<file path="src/rtl/sq_pkg.sv">
package sq_pkg;
  localparam logic [1:0] OPC_LOAD  = 2'b00;
  localparam logic [1:0] OPC_STORE = 2'b01;
endpackage

</file>
<file path="src/rtl/sq_store_fifo.sv">
module sq_store_fifo #(
  parameter int DEPTH = 4,
  parameter int AW    = 8,
  parameter int DW    = 32
) (
  input  logic                         clk,
  input  logic                         rst,
  input  logic                         push,
  input  logic [AW-1:0]                push_addr,
  input  logic [DW-1:0]                push_data,
  input  logic                         pop,
  input  logic                         retire,
  input  logic                         flush,
  input  logic [AW-1:0]                probe_addr,
  output logic [$clog2(DEPTH):0]       count,
  output logic [$clog2(DEPTH):0]       rcount,
  output logic [AW-1:0]                head_addr,
  output logic [DW-1:0]                head_data,
  output logic                         full,
  output logic                         empty,
  output logic                         has_retired,
  output logic                         hit
);
  localparam int PW = $clog2(DEPTH);
  localparam int CW = PW + 1;

  logic [PW-1:0]  head;
  logic [PW-1:0]  wr_idx;
  logic           retire_ok;
  logic [CW-1:0]  count_step, rcount_step;
  logic [AW-1:0]  addr_q [DEPTH];
  logic [DW-1:0]  data_q [DEPTH];
  logic [DEPTH-1:0] match;

  // Slot after the youngest entry; wraps because DEPTH is a power of two.
  assign wr_idx    = head + count[PW-1:0];
  // Only an entry that is still unretired can be retired.
  assign retire_ok = retire && (rcount < count);

  always_comb begin
    count_step  = count + CW'(push) - CW'(pop);
    rcount_step = rcount + CW'(retire_ok) - CW'(pop);
  end

  always_ff @(posedge clk) begin
    if (rst) begin
      head   <= '0;
      count  <= '0;
      rcount <= '0;
    end else begin
      head   <= head + PW'(pop);
      // A flush rewinds the fill level to the retired part of the queue.
      count  <= flush ? rcount_step : count_step;
      rcount <= rcount_step;
    end
  end

  // Storage without reset, single write port.
  always_ff @(posedge clk) begin
    if (push) begin
      addr_q[wr_idx] <= push_addr;
      data_q[wr_idx] <= push_data;
    end
  end

  assign head_addr   = addr_q[head];
  assign head_data   = data_q[head];
  assign full        = (count == CW'(DEPTH));
  assign empty       = (count == '0);
  assign has_retired = (rcount != '0);

  // Parallel word-address compare against every live slot.
  for (genvar gi = 0; gi < DEPTH; gi++) begin : g_cmp
    logic [PW-1:0] age;
    assign age       = PW'(gi) - head;
    assign match[gi] = ({1'b0, age} < count) && (addr_q[gi] == probe_addr);
  end
  assign hit = |match;
endmodule

</file>
<file path="src/rtl/sq_port_arb.sv">
module sq_port_arb
  import sq_pkg::*;
#(
  parameter int AW = 8,
  parameter int DW = 32
) (
  input  logic          clk,
  input  logic          rst,
  input  logic          req_valid,
  input  logic [1:0]    req_op,
  input  logic [AW-1:0] req_addr,
  input  logic          flush,
  input  logic          has_retired,
  input  logic          hit,
  input  logic          full,
  input  logic          empty,
  input  logic [AW-1:0] head_addr,
  input  logic [DW-1:0] head_data,
  output logic          req_ready,
  output logic          push,
  output logic          pop,
  output logic          cache_en,
  output logic          cache_we,
  output logic [AW-1:0] cache_addr,
  output logic [DW-1:0] cache_wdata
);
  logic ld_ok, st_ok, sy_ok, accept, ld_acc;

  // A retired store owns the port, and a load may not pass a matching store.
  assign ld_ok = !flush && !has_retired && !hit;
  assign st_ok = !flush && !full;
  assign sy_ok = !flush && empty;

  always_comb begin
    if (req_op[1])                req_ready = sy_ok;
    else if (req_op == OPC_STORE) req_ready = st_ok;
    else                          req_ready = ld_ok;
  end

  assign accept = req_valid && req_ready;
  assign push   = accept && (req_op == OPC_STORE);
  assign ld_acc = accept && (req_op == OPC_LOAD);
  assign pop    = has_retired;

  always_ff @(posedge clk) begin
    if (rst) begin
      cache_en    <= 1'b0;
      cache_we    <= 1'b0;
      cache_addr  <= '0;
      cache_wdata <= '0;
    end else begin
      cache_en <= pop || ld_acc;
      cache_we <= pop;
      if (pop) begin
        cache_addr  <= head_addr;
        cache_wdata <= head_data;
      end else if (ld_acc) begin
        cache_addr  <= req_addr;
      end
    end
  end
endmodule

</file>
<file path="src/rtl/sq_load_ret.sv">
module sq_load_ret #(
  parameter int DW = 32
) (
  input  logic          clk,
  input  logic          rst,
  input  logic          cache_en,
  input  logic          cache_we,
  input  logic [DW-1:0] cache_rdata,
  output logic          ld_valid,
  output logic [DW-1:0] ld_data
);
  logic rd_pend;

  always_ff @(posedge clk) begin
    if (rst) begin
      rd_pend  <= 1'b0;
      ld_valid <= 1'b0;
      ld_data  <= '0;
    end else begin
      rd_pend  <= cache_en && !cache_we;
      ld_valid <= rd_pend;
      if (rd_pend) ld_data <= cache_rdata;
    end
  end
endmodule

</file>
<file path="src/rtl/store_commit_queue.sv">
module store_commit_queue #(
  parameter int DEPTH = 4,
  parameter int AW    = 8,
  parameter int DW    = 32
) (
  input  logic          clk,
  input  logic          rst,
  input  logic          req_valid,
  output logic          req_ready,
  input  logic [1:0]    req_op,
  input  logic [AW-1:0] req_addr,
  input  logic [DW-1:0] req_wdata,
  input  logic          retire_st,
  input  logic          flush_spec,
  output logic          cache_en,
  output logic          cache_we,
  output logic [AW-1:0] cache_addr,
  output logic [DW-1:0] cache_wdata,
  input  logic [DW-1:0] cache_rdata,
  output logic          ld_valid,
  output logic [DW-1:0] ld_data
);
  localparam int CW = $clog2(DEPTH) + 1;

  logic          q_push, q_pop, q_full, q_empty, q_has_retired, q_hit;
  logic [CW-1:0] q_count, q_rcount;
  logic [AW-1:0] q_head_addr;
  logic [DW-1:0] q_head_data;

  sq_store_fifo #(.DEPTH(DEPTH), .AW(AW), .DW(DW)) u_fifo (
    .clk(clk), .rst(rst),
    .push(q_push), .push_addr(req_addr), .push_data(req_wdata),
    .pop(q_pop), .retire(retire_st), .flush(flush_spec),
    .probe_addr(req_addr),
    .count(q_count), .rcount(q_rcount),
    .head_addr(q_head_addr), .head_data(q_head_data),
    .full(q_full), .empty(q_empty), .has_retired(q_has_retired), .hit(q_hit)
  );

  sq_port_arb #(.AW(AW), .DW(DW)) u_arb (
    .clk(clk), .rst(rst),
    .req_valid(req_valid), .req_op(req_op), .req_addr(req_addr),
    .flush(flush_spec), .has_retired(q_has_retired), .hit(q_hit),
    .full(q_full), .empty(q_empty),
    .head_addr(q_head_addr), .head_data(q_head_data),
    .req_ready(req_ready), .push(q_push), .pop(q_pop),
    .cache_en(cache_en), .cache_we(cache_we),
    .cache_addr(cache_addr), .cache_wdata(cache_wdata)
  );

  sq_load_ret #(.DW(DW)) u_ret (
    .clk(clk), .rst(rst),
    .cache_en(cache_en), .cache_we(cache_we), .cache_rdata(cache_rdata),
    .ld_valid(ld_valid), .ld_data(ld_data)
  );
endmodule

</file>
<file path="config.mk">
export PLATFORM = sky130hd
export DESIGN_NAME = store_commit_queue
export DESIGN_NICKNAME = d
export VERILOG_FILES = /design/src/rtl/sq_pkg.sv /design/src/rtl/sq_store_fifo.sv /design/src/rtl/sq_port_arb.sv /design/src/rtl/sq_load_ret.sv /design/src/rtl/store_commit_queue.sv
export SDC_FILE = /design/constraint.sdc
export NUM_CORES = 1
export LEC_CHECK = 0
export BUFFER_PORTS_ARGS = -buffer_cell sky130_fd_sc_hd__buf_4
export CORE_MARGIN = 2
export CORE_UTILIZATION = 56
export CTS_CLUSTER_DIAMETER = 80
export DETAILED_ROUTE_END_ITERATION = 10
export PLACE_DENSITY_LB_ADDON = 0.12
export SLEW_MARGIN = 20
export SYNTH_ARGS = -nofsm -noshare
export SYNTH_HDL_FRONTEND = slang
export SYNTH_HIERARCHICAL = 1
export SYNTH_SLANG_ARGS = --single-unit
</file>
<file path="constraint.sdc">
create_clock -name clk -period 4.1 [get_ports clk]
set_input_delay 0.82 -clock clk [delete_from_list [all_inputs] [get_ports clk]]
set_output_delay 0.82 -clock clk [all_outputs]
set_load 0.02 [all_outputs]
</file>
==> results.yml <==
status:
  status: "completed"
global_route:
  grt_use_met3: 0.0363
  grt_pass1_wl_um: 28600
  grt_overflow: 0
  grtUsageMet2: 0.357
  antenna_found_initial: 0
  grt_max_degree: 85
  groute.usage.overall: 0.202
  use_met1: 0.262
  grt_pass1_vias: 5496
  top_usage_layer: "met2"
setup_path:
  cp_slowest_cell: "dfxtp_1"
  r2r-end: "u_fifo/count[2]"
  cp-end-kind: "output pin"
  r2r_setup_slack_ns: 1.28
  startpoint_type: "flop"
  cp_num_cells: 10
  path_class: "reg2out"
  slowest_delay_ns: 0.43
  cp.arrival_ns: 2.59
  cpLargestDelayFamily: "compound AO/OA/AOI/OAI gates"
  r2r-start: "u_fifo/rcount[1]"
  path_max_fanout: 5
  crit_path_cell_trace: "inv_1 > ha_1 > nor2b_1 > o21ai_0 > nand3_1 > nand4_1 > nor3_1 > o21bai_1 > a21oi_1 > buf_4"
  cp.required_ns: 3.28
  ff2ff_path_depth: 10
  cp_num_buf_inv: 2
die:
  core_um2: 17100
  start_util: 0.565
  die_h_um: 135
  ios: 155
  num_rows: 48
  dieArea_um2: 18300
  die_w_um: 135
job:
  maxCapViolCount: 0
logic_synthesis:
  yosysUniqueCellTypes: 36
  syn_inst: 590
  synth_seq_cells: 244
  synthesis.area_um2: 9680
  syn_area_per_cell_um2: 16.4
  synth_nets: 684
  yosysSeqAreaShare: 0.670
  yosysWarnings: 6
power:
  powerDensity_nw_per_um2: 658
  ir_worst_vdd_mv: 0.390
  intPower_uw: 5400
  p_sw_uw: 2340
  p_seq_frac: 0.408
  power.share.clock: 0.284
  switching_share: 0.303
  leakagePower_uw: 0.00447
  pwr-share-comb: 0.308
timing:
  setup_viol: 0
  holdWs_ns: 0.423
  tightest_slew_ns: 0.953
  slew_violations: 0
  fin_skew_ns: 0.00957
  period_share: 0.833
  rsz0062_at_grt: "false"
  relSlewSlack: 0.365
  fin_crit_ns: 3.41
  fin_tns_setup_ns: 0
  setup_ws_ns: 0.686
  max_clock_freq_ghz: 0.293
  finalHoldViolations: 0
clocking:
  cts-hold-fix-buffers: 0
  cts_setup_buffers: 0
  clk_pin_slew_ns: 0.06
  cts_resized: 0
  cts_tree: "yes"
  clockBufferDepth: 3
  htreeDepth: 1
  cts.sinks: 244
  numCtsBuffers: 24
  clkLatencyLatePin_ns: 0.51
  clock-root-buffer: "clkbuf_16"
min_path:
  hp-start: "u_arb/cache_we"
  hold_depth: 1
  hold_path.class: "reg2reg"
  hold-path-endpoint: "u_ret/rd_pend"
layout:
  drive_gt1_frac: 0.322
  n_fill_cell: 1182
  final_net_count: 842
  area_growth_pct: 21.6
  diodes: 0
routing:
  viasPerCell: 5.39
  wl_per_cell_um: 18.4
  dr.pass1.iters: 4
  drc: 0
  vias: 5340
  ant_nets: 0
  drt_iter0_drc: 254
  routed_wl_um: 18200
placement:
  preCtsSetupSlack_ns: 1.05
  io_buffers: 154
  hpwl_um: 11900
  gp_congestion: 0.852
[per-stage QoR]
stage	total power, µW	util	cell area [µm²]	instances
2_1_floorplan	4940	-	9680	590
4_1_cts	7840	0.688	11800	991
6_report	7740	0.688	11800	991
3_5_place_dp	5610	0.640	11000	947
5_1_grt	8140	0.688	11800	991
3_3_place_gp	5560	0.640	11000	947
[layout make-up]
class,instances,area (µm²),share of cell area
clock inverter,12,149,0.0126
clock buffer,32,661,0.0561
multi-input combinational,303,2910,0.247
sequential,244,6490,0.552
inverter,12,45.0,0.00383
tap,225,282,0.0239
timing repair buffer,163,1240,0.105
[worst max path at each step]
stage | slack (ns) | from | to
finish | 0.69 | u_fifo/count[1] | req_ready
global route | 0.53 | u_fifo/count[1] | req_ready
CTS | 0.68 | u_fifo/count[1] | req_ready
detailed placement | 1.05 | req_addr[6] | req_ready
global placement | 1.09 | req_addr[3] | req_ready
floorplan | 0.55 | flush_spec | u_fifo/addr_q[0][0]
[sequential cells by signal, summed over array words and instances (netlist names)]
register,cells
u_ret/rd_pend,1
u_arb/cache_we,1
u_fifo/head,2
u_fifo/rcount,3
u_arb/cache_en,1
u_ret/ld_valid,1
u_arb/cache_wdata,32
u_ret/ld_data,32
u_fifo/addr_q,32
u_fifo/count,3
u_fifo/data_q,128
u_arb/cache_addr,8
[Yosys cell counts (all sizes together)]
cell	instances	area, µm²
edfxtp	160	4800
dfxtp	84	1680
nor2	77	289
mux2i	73	731
mux4	40	908
xor2	34	298
buf	24	249
a211oi	17	128
ha	13	163
inv	12	45.0
nor4	8	50.1
clkbuf	7	26.3
nor2b	7	43.8
xnor2	6	52.6
a21oi	4	20.0
nor3	3	15.0
o211ai	3	22.5
fa	2	40.0
nand2	2	7.51
nor3b	2	26.3
o21ai	2	10.0
a21o	1	7.51
and2	1	6.26
and2b	1	7.51
nand2b	1	6.26
nand3	1	5.00
nand3b	1	7.51
nand4	1	6.26
o21a	1	7.51
o21bai	1	7.51
or3	1	6.26
[power by group through the flow]
stage / Clock [µW] / Combinational (µW) / Sequential, µW
6_report: 2200 / 2380 / 3160
5_1_grt: 2340 / 2600 / 3200
4_1_cts: 2260 / 2420 / 3170
3_5_place_dp: 0 / 2390 / 3220
3_3_place_gp: 0 / 2360 / 3200
2_1_floorplan: 0 / 1560 / 3380
[kinds of logic (layout without fill, tap and decap cells)]
logic type / Yosys count / count (layout) / synth area share
compound gates: 29 / 29 / 0.0209
xor+xnor: 40 / 40 / 0.0362
fa+ha+maj: 15 / 15 / 0.0209
buf+inv: 43 / 219 / 0.0331
flops: 244 / 244 / 0.670
mux: 113 / 113 / 0.169
simple gates: 106 / 106 / 0.0493
[layer usage]
| layer | wire [µm] | vias up |
|---|---|---|
| met1 | 7670 | 2625 |
| met2 | 9110 | 177 |
| met5 | 0 | - |
| li1 | - | 2516 |
| met4 | 278 | 0 |
| met3 | 1160 | 22 |
[placed cells by master, fill, tap and decap left out, drive strengths merged, types with 2 or more instances in the layout]
master	Yosys	final
a211oi	17	17
a21oi	4	4
buf	24	163
bufinv	0	3
clkbuf	7	32
clkinv	0	6
dfxtp	84	84
edfxtp	160	160
fa	2	2
ha	13	13
inv	12	14
mux2i	73	73
mux4	40	40
nand2	2	2
nor2	77	77
nor2b	7	7
nor3	3	3
nor3b	2	2
nor4	8	8
o211ai	3	3
o21ai	2	2
xnor2	6	6
xor2	34	34
[worst register-to-register path: stages (launching register included)]
cell and delay, ns:
dfxtp_1 0.39, or3_4 0.77, ha_1 0.37, inv_1 0.06, ha_1 0.13, inv_1 0.05, fa_1 0.38, xnor2_1 0.19
xnor2_1 0.14, nor2_1 0.05, a211oi_1 0.19
Power figures use the tool's default switching activity.
